<file path="src/rtl/db_pkg.sv">
package db_pkg;
  localparam int unsigned DB_TRIG_W    = 32;
  localparam int unsigned DB_ADDR_W    = 4;
  localparam int unsigned DB_TGT_LSB   = 8;
  localparam logic [3:0]  DB_OFS_CAUSE = 4'h8;
  localparam logic [3:0]  DB_OFS_MASK  = 4'hC;
  localparam int unsigned DB_MSG_LO    = 0;
  localparam int unsigned DB_MSG_HI    = 7;
  localparam int unsigned DB_MSI_LO    = 16;
  localparam int unsigned DB_MSI_HI    = 31;

  typedef enum logic [1:0] {
    REG_NONE  = 2'd0,
    REG_CAUSE = 2'd1,
    REG_MASK  = 2'd2
  } db_reg_e;
endpackage

</file>
<file path="src/rtl/db_rst_sync.sv">
module db_rst_sync (
  input  logic clk,
  input  logic rst_n,
  output logic rst_sync_n
);
  logic [1:0] stage_q;

  always_ff @(posedge clk or negedge rst_n) begin
    if (!rst_n) stage_q <= 2'b00;
    else        stage_q <= {stage_q[0], 1'b1};
  end

  assign rst_sync_n = stage_q[1];
endmodule

</file>
<file path="src/rtl/db_trig_decode.sv">
module db_trig_decode #(
  parameter int unsigned NCPU = 4,
  parameter int unsigned NDB  = 32
) (
  input  logic                           trig_en,
  input  logic [db_pkg::DB_TRIG_W-1:0]   trig_data,
  output logic [NCPU-1:0][NDB-1:0]       set_vec
);
  localparam int unsigned NUM_W = $clog2(NDB);

  logic [NUM_W-1:0] db_num;
  logic [NCPU-1:0]  tgt;
  logic [NDB-1:0]   onehot;

  assign db_num = trig_data[NUM_W-1:0];
  assign tgt    = trig_data[db_pkg::DB_TGT_LSB +: NCPU];
  assign onehot = {{(NDB-1){1'b0}}, 1'b1} << db_num;

  for (genvar g = 0; g < NCPU; g++) begin : g_cpu
    assign set_vec[g] = (trig_en && tgt[g]) ? onehot : '0;

    always_comb begin
      assert_single_bit_R2: assert ($onehot0(set_vec[g]))
        else $error("trigger decode set more than one doorbell");
    end
  end
endmodule

</file>
<file path="src/rtl/db_cpu_bank.sv">
module db_cpu_bank #(
  parameter int unsigned NDB = 32
) (
  input  logic                          clk,
  input  logic                          rst_n,
  input  logic [NDB-1:0]                set_vec,
  input  logic                          wr_en,
  input  logic [db_pkg::DB_ADDR_W-1:0]  wr_addr,
  input  logic [NDB-1:0]                wr_data,
  output logic [NDB-1:0]                cause_q,
  output logic [NDB-1:0]                mask_q,
  output logic                          ipi_irq,
  output logic                          msi_irq
);
  import db_pkg::*;

  function automatic logic [NDB-1:0] range_sel(int unsigned lo, int unsigned hi);
    logic [NDB-1:0] r;
    r = '0;
    for (int i = 0; i < NDB; i++) r[i] = (i >= lo) && (i <= hi);
    return r;
  endfunction

  localparam logic [NDB-1:0] MSG_SEL = range_sel(DB_MSG_LO, DB_MSG_HI);
  localparam logic [NDB-1:0] MSI_SEL = range_sel(DB_MSI_LO, DB_MSI_HI);

  db_reg_e        reg_sel;
  logic           cause_en, mask_en;
  logic [NDB-1:0] cause_d, mask_d, pend;

  always_comb begin
    reg_sel = REG_NONE;
    if (wr_en && wr_addr == DB_OFS_CAUSE) reg_sel = REG_CAUSE;
    if (wr_en && wr_addr == DB_OFS_MASK)  reg_sel = REG_MASK;
  end

  always_comb begin
    cause_en = (reg_sel == REG_CAUSE) || (|set_vec);
    cause_d  = ((reg_sel == REG_CAUSE) ? (cause_q & wr_data) : cause_q) | set_vec;
    mask_en  = (reg_sel == REG_MASK);
    mask_d   = wr_data;
  end

  always_ff @(posedge clk or negedge rst_n) begin
    if (!rst_n) begin
      cause_q <= '0;
      mask_q  <= '0;
    end else begin
      if (cause_en) cause_q <= cause_d;
      if (mask_en)  mask_q  <= mask_d;
    end
  end

  assign pend    = cause_q & mask_q;
  assign ipi_irq = |(pend & MSG_SEL);
  assign msi_irq = |(pend & MSI_SEL);

  assert_set_wins_R4: assert property (@(posedge clk) disable iff (!rst_n)
    (set_vec != '0) |=> ((cause_q & $past(set_vec)) == $past(set_vec)));

  assert_clear_only_R3: assert property (@(posedge clk) disable iff (!rst_n)
    (wr_en && wr_addr == DB_OFS_CAUSE && set_vec == '0)
      |=> (cause_q == ($past(cause_q) & $past(wr_data))));

  assert_cause_hold_R10: assert property (@(posedge clk) disable iff (!rst_n)
    (set_vec == '0 && !(wr_en && wr_addr == DB_OFS_CAUSE)) |=> $stable(cause_q));

  assert_mask_hold_R5: assert property (@(posedge clk) disable iff (!rst_n)
    !(wr_en && wr_addr == DB_OFS_MASK) |=> $stable(mask_q));

  assert_msg_gated_R6: assert property (@(posedge clk) disable iff (!rst_n)
    ((mask_q & MSG_SEL) == '0) |-> !ipi_irq);

  assert_msi_gated_R7: assert property (@(posedge clk) disable iff (!rst_n)
    ((cause_q & MSI_SEL) == '0) |-> !msi_irq);
endmodule

</file>
<file path="src/rtl/db_doorbell_unit.sv">
module db_doorbell_unit #(
  parameter int unsigned NCPU = 4,
  parameter int unsigned NDB  = 32,
  localparam int unsigned CPU_W = (NCPU > 1) ? $clog2(NCPU) : 1
) (
  input  logic                          clk,
  input  logic                          rst_n,
  input  logic                          trig_en,
  input  logic [db_pkg::DB_TRIG_W-1:0]  trig_data,
  input  logic                          wr_en,
  input  logic [CPU_W-1:0]              wr_cpu,
  input  logic [db_pkg::DB_ADDR_W-1:0]  wr_addr,
  input  logic [NDB-1:0]                wr_data,
  output logic [NCPU*NDB-1:0]           cause_q,
  output logic [NCPU*NDB-1:0]           mask_q,
  output logic [NCPU-1:0]               ipi_irq,
  output logic [NCPU-1:0]               msi_irq
);
  logic                     rst_sync_n;
  logic [NCPU-1:0][NDB-1:0] set_vec;

  db_rst_sync u_rst (
    .clk        (clk),
    .rst_n      (rst_n),
    .rst_sync_n (rst_sync_n)
  );

  db_trig_decode #(.NCPU(NCPU), .NDB(NDB)) u_dec (
    .trig_en   (trig_en),
    .trig_data (trig_data),
    .set_vec   (set_vec)
  );

  for (genvar c = 0; c < NCPU; c++) begin : g_bank
    logic bank_we;
    assign bank_we = wr_en && (wr_cpu == CPU_W'(c));

    db_cpu_bank #(.NDB(NDB)) u_bank (
      .clk     (clk),
      .rst_n   (rst_sync_n),
      .set_vec (set_vec[c]),
      .wr_en   (bank_we),
      .wr_addr (wr_addr),
      .wr_data (wr_data),
      .cause_q (cause_q[c*NDB +: NDB]),
      .mask_q  (mask_q[c*NDB +: NDB]),
      .ipi_irq (ipi_irq[c]),
      .msi_irq (msi_irq[c])
    );
  end

  assert_reset_clear_R1: assert property (@(posedge clk)
    !rst_sync_n |=> (cause_q == '0 && mask_q == '0));
endmodule

</file>
<file path="config.mk">
export PLATFORM = sky130hd
export DESIGN_NAME = db_doorbell_unit
export DESIGN_NICKNAME = d
export VERILOG_FILES = /design/src/rtl/db_pkg.sv /design/src/rtl/db_rst_sync.sv /design/src/rtl/db_trig_decode.sv /design/src/rtl/db_cpu_bank.sv /design/src/rtl/db_doorbell_unit.sv
export SDC_FILE = /design/constraint.sdc
export NUM_CORES = 1
export LEC_CHECK = 0
export BUFFER_PORTS_ARGS = -buffer_cell sky130_fd_sc_hd__buf_2
export CAP_MARGIN = 10
export CORE_ASPECT_RATIO = 0.75
export CORE_UTILIZATION = 30
export DETAILED_ROUTE_END_ITERATION = 10
export HOLD_SLACK_MARGIN = 0.05
export SLEW_MARGIN = 10
export SYNTH_ARGS = -nofsm -noshare
export SYNTH_HDL_FRONTEND = slang
export SYNTH_SLANG_ARGS = --single-unit
</file>
<file path="constraint.sdc">
create_clock -name clk -period 22.6 [get_ports clk]
set_input_delay 2.26 -clock clk [delete_from_list [all_inputs] [get_ports clk]]
set_output_delay 2.26 -clock clk [all_outputs]
set_load 0.005 [all_outputs]
</file>
# Word level (Yosys, flattened, before mapping)
# Cells that the tools add are included.
word_totals:
  ff_bits: 258
  output_inout_bits: 264
  elab_cells: 84
classes:
  n_eq_ne: 13
  shift: 1
  mux: 16
  bitwise_logic: 12
  n_reduce_logical: 33
ops:
  columns: ["cell", "n"]
  rows:
  - ["32-bit AND", 8]
  - ["32-bit 2-to-1 mux", 8]
  - ["32-bit OR", 4]
  - ["32-bit OR reduction", 4]
  - ["16-bit OR reduction", 4]
  - ["8-bit OR reduction", 4]
  - ["1-bit by 5-bit << shifter with 32-bit output (first input constant)", 1]
  - ["1-bit logical AND", 16]
  - ["2-bit equality test (second input constant)", 6]
  - ["2-bit by 1-bit equality test with 1-bit output (second input constant)", 5]
  - ["4-bit equality test (second input constant)", 2]
  - ["2-bit 2-to-1 mux", 4]
  - ["1-bit logical OR", 4]
  - ["1-bit 2-to-1 mux", 4]
  - ["2-bit zero test", 1]

# Depth between registers and ports, before layout
# Gate-level depths: netlist (run 1).
depth:
  word_depth: 8
  ltp_mapped: 5

# By module
# From an unflattened synthesis (run 1), not the netlist that was laid out.
unflattened:
  cells_unflattened: 937
  area_unflattened_um2: 11833.8
modules_own_cells:
  columns: ["mod", "instances", "cells_per_inst", "area_per_inst_um2", "seq_area_each_um2"]
  rows:
  - ["db_cpu_bank", 4, 189, 2723.9, 1601.5]
  - ["db_trig_decode", 1, 174, 847.1, 0.0]
  - ["db_rst_sync", 1, 3, 53.8, 50.0]
  - ["db_doorbell_unit", 1, 4, 37.5, 0.0]

# Worst setup path after synthesis (run 1)
# No wires, ideal clock.
synth_timing:
  path_kind: "input to register"
  from: "in wr_addr[2] (netlist name)"
  to: "reg g_bank[2].u_bank.cause_q[17]"
  arrival_time_ns: 3.626
  required_time_ns: 22.474
  setup_slack_ns: 18.848
  path_stages: 4
  path_buffers: 1
  path_cell_list: "or4b_1 or3_1 buf_2 a221o_1"
synth_via:
  elab_chain_cells: 7
  word_cells_on_any_way: 10
  classes_between: "3 x eq/ne; 3 x mux; 1 x bitwise; 3 x reduce/logical"
synth_rtl:
  columns: ["element", "line", "text"]
  rows:
  - ["start, declared", "db_doorbell_unit.sv:12", "input logic [db_pkg::DB_ADDR_W-1:0] wr_addr,"]
  - ["4-bit equality test", "db_cpu_bank.sv:33", "if (wr_en && wr_addr == DB_OFS_CAUSE) reg_sel = REG_CAUSE;"]
  - ["1-bit logical AND", "db_cpu_bank.sv:33", null]
  - ["1-bit 2-to-1 mux", "db_cpu_bank.sv:33", null]
  - ["2-bit 2-to-1 mux *", "db_cpu_bank.sv:34", "if (wr_en && wr_addr == DB_OFS_MASK) reg_sel = REG_MASK;"]
  - ["2-bit by 1-bit equality test with 1-bit output *", "db_cpu_bank.sv:38, db_cpu_bank.sv:39", null]
  - ["32-bit 2-to-1 mux", "db_cpu_bank.sv:39", "cause_d = ((reg_sel == REG_CAUSE) ? (cause_q & wr_data) : cause_q) | set_vec;"]
  - ["32-bit OR", "db_cpu_bank.sv:39", null]
  - ["end signal, assigned", "db_cpu_bank.sv:49", "if (cause_en) cause_q <= cause_d;"]
  - ["end, declared", "db_cpu_bank.sv:10", "output logic [NDB-1:0] cause_q,"]
# Mark *: on every way between the ends. The rest lies on a longest branch, timed or not.
# A chain may end at the register's enable or synchronous reset.

# Worst setup path in the final report (run 1)
layout_timing:
  from: "in wr_cpu[1]"
  to: "reg g_bank[2].u_bank.mask_q[16]"
layout_via:
  elab_chain_cells: 6
  word_cells_on_any_way: 7
  classes_between: "2 x eq/ne; 2 x mux; 3 x reduce/logical"
layout_rtl:
  columns: ["element", "line", "text"]
  rows:
  - ["start, declared", "db_doorbell_unit.sv:11", "input logic [CPU_W-1:0] wr_cpu,"]
  - ["2-bit equality test *", "db_doorbell_unit.sv:36", "assign bank_we = wr_en && (wr_cpu == CPU_W'(c));"]
  - ["1-bit logical AND *", "db_doorbell_unit.sv:36", null]
  - ["1-bit logical AND", "db_cpu_bank.sv:33", null]
  - ["1-bit 2-to-1 mux", "db_cpu_bank.sv:33", null]
  - ["2-bit 2-to-1 mux *", "db_cpu_bank.sv:34", null]
  - ["2-bit equality test *", "db_cpu_bank.sv:40", "mask_en = (reg_sel == REG_MASK);"]
  - ["end signal, assigned", "db_cpu_bank.sv:50", "if (mask_en) mask_q <= mask_d;"]
  - ["end, declared", "db_cpu_bank.sv:11", "output logic [NDB-1:0] mask_q,"]
# Marks and branches as above.

==> results.md, run 1 <==
* Status: completed
* Top post-synthesis cells by area: dfrtp_1, mux2_2, o21ai_0
* Final hold vios at 0
* Final Net Count at 1,249
* Setup TNS at 0 ps
* Slew @ Worst Pin at 1210 ps
* Final hold slack at 354 ps
* Critical path's top delay family: simple AND/OR/NAND/NOR gates
* Die area at 37,800 µm²
* CTS resizes at 0
* Detail Route Antenna Nets at 0
* GPL Wtd Cong at 0.827
* Area leader, netlist: dfrtp_1
* Buffers added on ports at 314
* Post-synth cell types at 40
* Clk_lat worst skew at 550 ps
* Min-delay worst type: register to register
* VDD IR-drop max at 0.0522 mV
* Worst-path clk slew at 60 ps
* DP HPWL at 30.5 mm
* CP required at 23,040 ps
* Residual DRC at 0
* Initial antenna violation count at 3
* Die Y at 169 µm
* Yosys reg bits at 258
* Peak Freq at 235 MHz
* Post-Route WL at 43.8 mm
* Congestion Overflow GR at 0
* Num Clock Sinks at 258
* First-pass GRT wire length at 63.2 mm
* Maximum buffer depth of the clock tree at 3
* Share of cells above drive strength 1 at 42.1%
* Final Max Slew Viols at 0
* Tmin final at 4260 ps
* Design area at 14,000 µm²
* Mapped Cells at 891
* Data arrival time of the worst path at 4700 ps
* Hold_buf cts at 0
* Post-synth EDFFs at 0
* Iteration-0 DRC Markers at 751
* Syn_nets at 965
* CP max stage delay at 820 ps
* GRT Total Usage at 22.8%
* Synth cell count leaders: dfrtp_1, mux2_2, o21ai_0
* Async SR Flop Fraction at 100%
* Mapped Avg Cell Area at 12.5 µm²
* Crit Path Max Fanout at 27
* Slowest CP cell: nor3_2
* Vias/cell at 5.48
* P&R area growth vs syn at 26.5%
* CP Class: input port to register
* Via count at 9,302
* Root buffer cell: clkbuf_16
* Placed Area at 13,100 µm²
* Number of synthesis warnings at 0
* Starting Density at 30.7%
* CP endpoint kind: register
* Fillers at 3,577
* Commonest register cell after synthesis: dfrtp_1
* Sequential share of the synthesized area at 58.1%
* Unrepaired setup endpoints after global routing: no
* Synthesized area at 11,100 µm²
* CTS tree: built
* Rel. slew slack at 18.3%
* Row cnt at 60
* Die W at 224 µm
* Core Footprint at 36,200 µm²
* CTS buffer count at 28
* First-pass iteration count of the detailed router at 5
* Ports at 338
* PwrDens at 88.1 nW/µm²
* Power Total at 1.24 mW
* Max_cap viols at 0
* Buf/Inv on CP at 2
* CTS HTree Levels at 1
* Vias in the first global route at 8,895
* Avg WL per Cell at 25.8 µm
* Post-synth top area share at 58.1%
* Most numerous cell in the Yosys netlist: dfrtp_1
* # setup viols final at 0
* Setup bufs post-CTS at 0
* Setup ws final at 18,340 ps
* Largest net degree at the start of global routing at 75
* Clock skew at 6.17 ps
* Crit-path cells: buf_2, nand2_1, nor3_2, buf_4, mux2_2
* Post-route clock period utilization at 18.9%
* Pre-CTS WS at 17,760 ps
* Crit start category: input port
* Leakage at 6.45 nW
-- layer usage --
metal | part of all wire, % | track usage (%) | vias up | wire length (µm)
met5 | 0 | 0 | - | 0
met4 | 2.1 | 4.85 | 0 | 937
met3 | 7.9 | 5.21 | 62 | 3440
met2 | 43 | 32.7 | 426 | 18700
met1 | 47 | 34.5 | 4823 | 20700
li1 | - | - | 3991 | -
-- final cells by class --
cell class / count / area, µm² / share of cell area (%)
Tap cell: 496 / 621 / 4.42
Clock inverter: 9 / 100 / 0.713
Inverter: 8 / 30.0 / 0.214
Sequential cell: 258 / 6460 / 46.0
Antenna cell: 4 / 10.0 / 0.0713
Clock buffer: 42 / 855 / 6.08
Timing Repair Buffer: 324 / 1650 / 11.7
Multi-Input combinational cell: 555 / 4330 / 30.8
-- logic make-up after synthesis --
kind of cell / count (synthesis) / share of synthesized area, %
AOI/OAI and AO/OA: 263 / 17.3
buffers and inverters: 78 / 3.02
DFF: 258 / 58.1
muxes: 128 / 13.0
other: 1 / 0.0338
and+or+nand+nor: 163 / 8.50
-- final timing paths --
check | slack, ps | depth (start not counted) | end | start
setup reg to reg | 19980 | 2 | g_bank[2].u_bank.mask_q[21] | u_rst.stage_q[1]
max in group asynchronous | 19980 | 2 | g_bank[2].u_bank.mask_q[21] | u_rst.stage_q[1]
hold reg to reg | 350 | 0 | u_rst.stage_q[1] | u_rst.stage_q[0]
min in group asynchronous | 460 | 0 | g_bank[1].u_bank.mask_q[11] | u_rst.stage_q[1]
hold / removal | 350 | 0 | u_rst.stage_q[1] | u_rst.stage_q[0]
setup / recovery | 18340 | 5 | g_bank[2].u_bank.mask_q[16] | wr_cpu[1]
-- cell usage in the layout, fill, tap and decap left out, types with 29 or more instances in the layout --
| cell type | synthesis | final |
|---|---|---|
| a21o_1 | 43 | 43 |
| a22o_1 | 33 | 33 |
| buf_2 | 10 | 314 |
| clkbuf_16 | 0 | 29 |
| dfrtp_1 | 258 | 257 |
| mux2_2 | 123 | 123 |
| nand2_1 | 51 | 51 |
| o21ai_0 | 84 | 84 |
| o41ai_1 | 44 | 44 |
-- per-stage QoR --
step / utilization [%] / cells
detailed placement: 36.2 / 1641
finish: 38.8 / 1696
CTS: 38.8 / 1692
global route: 38.8 / 1694
floorplan: - / 891
global placement: 36.2 / 1641
-- report_power, final --
part           total (mW)  internal, mW  leakage (nW)  switching [mW]
clock network       0.476         0.283         0.469           0.194
registers           0.566         0.516          3.09          0.0491
logic               0.196        0.0952          2.89           0.100
-- state kept, by name (all words and copies together) (netlist names) --
register,flops
g_bank.u_bank.cause_q,128
g_bank.u_bank.mask_q,128
u_rst.stage_q,2
-- worst reg2reg max path, stage by stage (launching register included) --
cell     delay [ps]
dfrtp_4        1010
buf_4           800
buf_4           770
No activity file was read; power rests on OpenSTA's default activity.
==> run 2, diff against run 1 <==
Clock period 22.6 ns to 4.2 ns, I/O delays scaled along.
==> results.md, run 2 (synthesis gave the netlist of run 1 again) <==
* Status: completed (unchanged)
* Detail Route Antenna Nets at 0 (unchanged)
* Flop2flop setup slack at 2890 ps (was 19,980 ps)
* Reg2reg path depth at 1 (was 2)
* Data arrival time of the worst path at 2030 ps (was 4700 ps)
* Vias/cell at 5.39 (was 5.48)
* Most common library cell in the layout ignoring fill and taps: buf_2 (unchanged)
* Starting Density at 30.7% (unchanged)
* Avg WL per Cell at 25.5 µm (was 25.8 µm)
* First-pass iteration count of the detailed router at 5 (unchanged)
* Crit-path cells: a22o_1, a221oi_1, nand4_1, buf_2 (was buf_2, nand2_1, nor3_2, buf_4, mux2_2)
* Num Clock Sinks at 258 (unchanged)
* Crit Path Max Fanout at 4 (was 27)
* Fillers at 3,575 (was 3,577)
* Slew @ Worst Pin at 1090 ps (was 1210 ps)
* CTS buffer count at 28 (unchanged)
* # setup viols final at 0 (unchanged)
* Core Footprint at 36,200 µm² (unchanged)
* Post-Route WL at 43.3 mm (was 43.8 mm)
* Setup TNS at 0 ps (unchanged)
* GPL Wtd Cong at 0.812 (was 0.827)
* DP HPWL at 30.5 mm (about the same)
* CP Class: register to primary output (was input port to register)
* Setup ws final at 1750 ps (was 18,340 ps)
* First-pass GRT wire length at 62.4 mm (was 63.2 mm)
* Setup bufs post-CTS at 0 (unchanged)
* Die area at 37,800 µm² (unchanged)
* CP max stage delay at 480 ps (was 820 ps)
* Clock skew at 20.0 ps (was 6.17 ps)
* Largest net degree at the start of global routing at 83 (was 75)
* Rel. slew slack at 27.0% (was 18.3%)
* Share of cells above drive strength 1 at 42.0% (was 42.1%)
* Critical Path Start: g_bank[3].u_bank.cause_q[17] (was wr_cpu[1])
* CP endpoint kind: primary output (was register)
* Buffers added on ports at 314 (unchanged)
* P&R area growth vs syn at 27.6% (was 26.5%)
* Final hold vios at 0 (unchanged)
* Unrepaired setup endpoints after global routing: no (unchanged)
* Pre-CTS WS at 1260 ps (was 17,760 ps)
* GRT Total Usage at 22.5% (was 22.8%)
* Crit start category: register (was input port)
* Hold_buf cts at 1 (was 0)
* Design area at 14,200 µm² (was 14,000 µm²)
* CTS tree: built (unchanged)
* Worst R2R End: g_bank[3].u_bank.mask_q[19] (was g_bank[2].u_bank.mask_q[21])
* Post-route clock period utilization at 58.3%
* CTS resizes at 0 (unchanged)
* Final Net Count at 1,253 (was 1,249)
* Largest registers: g_bank.u_bank.cause_q x128, g_bank.u_bank.mask_q x128, u_rst.stage_q x2 (unchanged)
* Die W at 224 µm (unchanged)
* Iteration-0 DRC Markers at 639 (was 751)
* PwrDens at 481 nW/µm² (was 88.1 nW/µm²)
* Buf/Inv on CP at 1 (was 2)
* Leakage at 6.51 nW (was 6.45 nW)
* Placed Area at 13,100 µm² (about the same)
* Final Max Slew Viols at 0 (unchanged)
* Clk_lat worst skew at 560 ps (was 550 ps)
* Via count at 9,159 (was 9,302)
* Ports at 338 (unchanged)
* Congestion Overflow GR at 0 (unchanged)
* Initial antenna violation count at 3 (unchanged)
* CP required at 3780 ps (was 23,040 ps)
* Critical path's top delay family: compound AO/OA/AOI/OAI gates (was simple AND/OR/NAND/NOR gates)
* Slowest CP cell: a221oi_1 (was nor3_2)
* Die Y at 169 µm (unchanged)
* Root buffer cell: clkbuf_16 (unchanged)
* Vias in the first global route at 8,684 (was 8,895)
* CTS HTree Levels at 1 (unchanged)
* Row cnt at 60 (unchanged)
* Min-delay worst type: input port to async pin (was register to register)
* Tmin final at 2450 ps
* Commonest non-fill, non-tap cells in the layout: buf_2, dfrtp_1, mux2_2 (unchanged)
* RR Startpoint: u_rst.stage_q[1] (unchanged)
* Worst-path clk slew at 70 ps (was 60 ps)
* VDD IR-drop max at 0.272 mV (was 0.0522 mV)
* Max_cap viols at 0 (unchanged)
* Residual DRC at 0 (unchanged)
* Maximum buffer depth of the clock tree at 3 (unchanged)
* Power Total at 6.81 mW (was 1.24 mW)
* Peak Freq at 408 MHz
run 2: cell type report:
type                    instances  area, µm²  area share, %
flip-flops and latches        258       6460           45.6
multi-input cells             555       4330           30.5
repair buffers                328       1720           12.1
clock buffers                  40        796           5.62
well taps                     496        621           4.38
clock inverters                11        216           1.53
inverters                       8       30.0          0.212
diodes                          2       5.00         0.0353
run 2: power breakdown:
| group | internal [mW] | total [mW] | switching (mW) |
|---|---|---|---|
| Clock | 1.68 | 2.72 | 1.04 |
| Combinational | 0.517 | 1.05 | 0.536 |
| Sequential | 2.78 | 3.04 | 0.260 |
run 2: worst max path at each step:
stage / endpoint / slack, ps / cells after the start
CTS: msi_irq[3] / 1720 / 4
detailed placement: g_bank[2].u_bank.mask_q[21] / 1260 / 5
global route: msi_irq[3] / 1590 / 4
global placement: g_bank[2].u_bank.mask_q[22] / 1280 / 5
finish: msi_irq[3] / 1750 / 4
floorplan: g_bank[0].u_bank.cause_q[0] / 1610 / 0
run 2: through the flow:
stage,util (%),cells,hold slack [ps]
2_1_floorplan,-,891,124
3_3_place_gp,36.3,1644,206
3_5_place_dp,36.3,1644,208
4_1_cts,39.1,1696,147
5_1_grt,39.2,1698,160
6_report,39.2,1698,181
run 2: per-layer routing:
metal / global-route usage [%] / routed length [µm]
met5: 0 / 0
met4: 4.50 / 633
met3: 5.83 / 3400
met2: 31.9 / 18300
met1: 34.1 / 21000
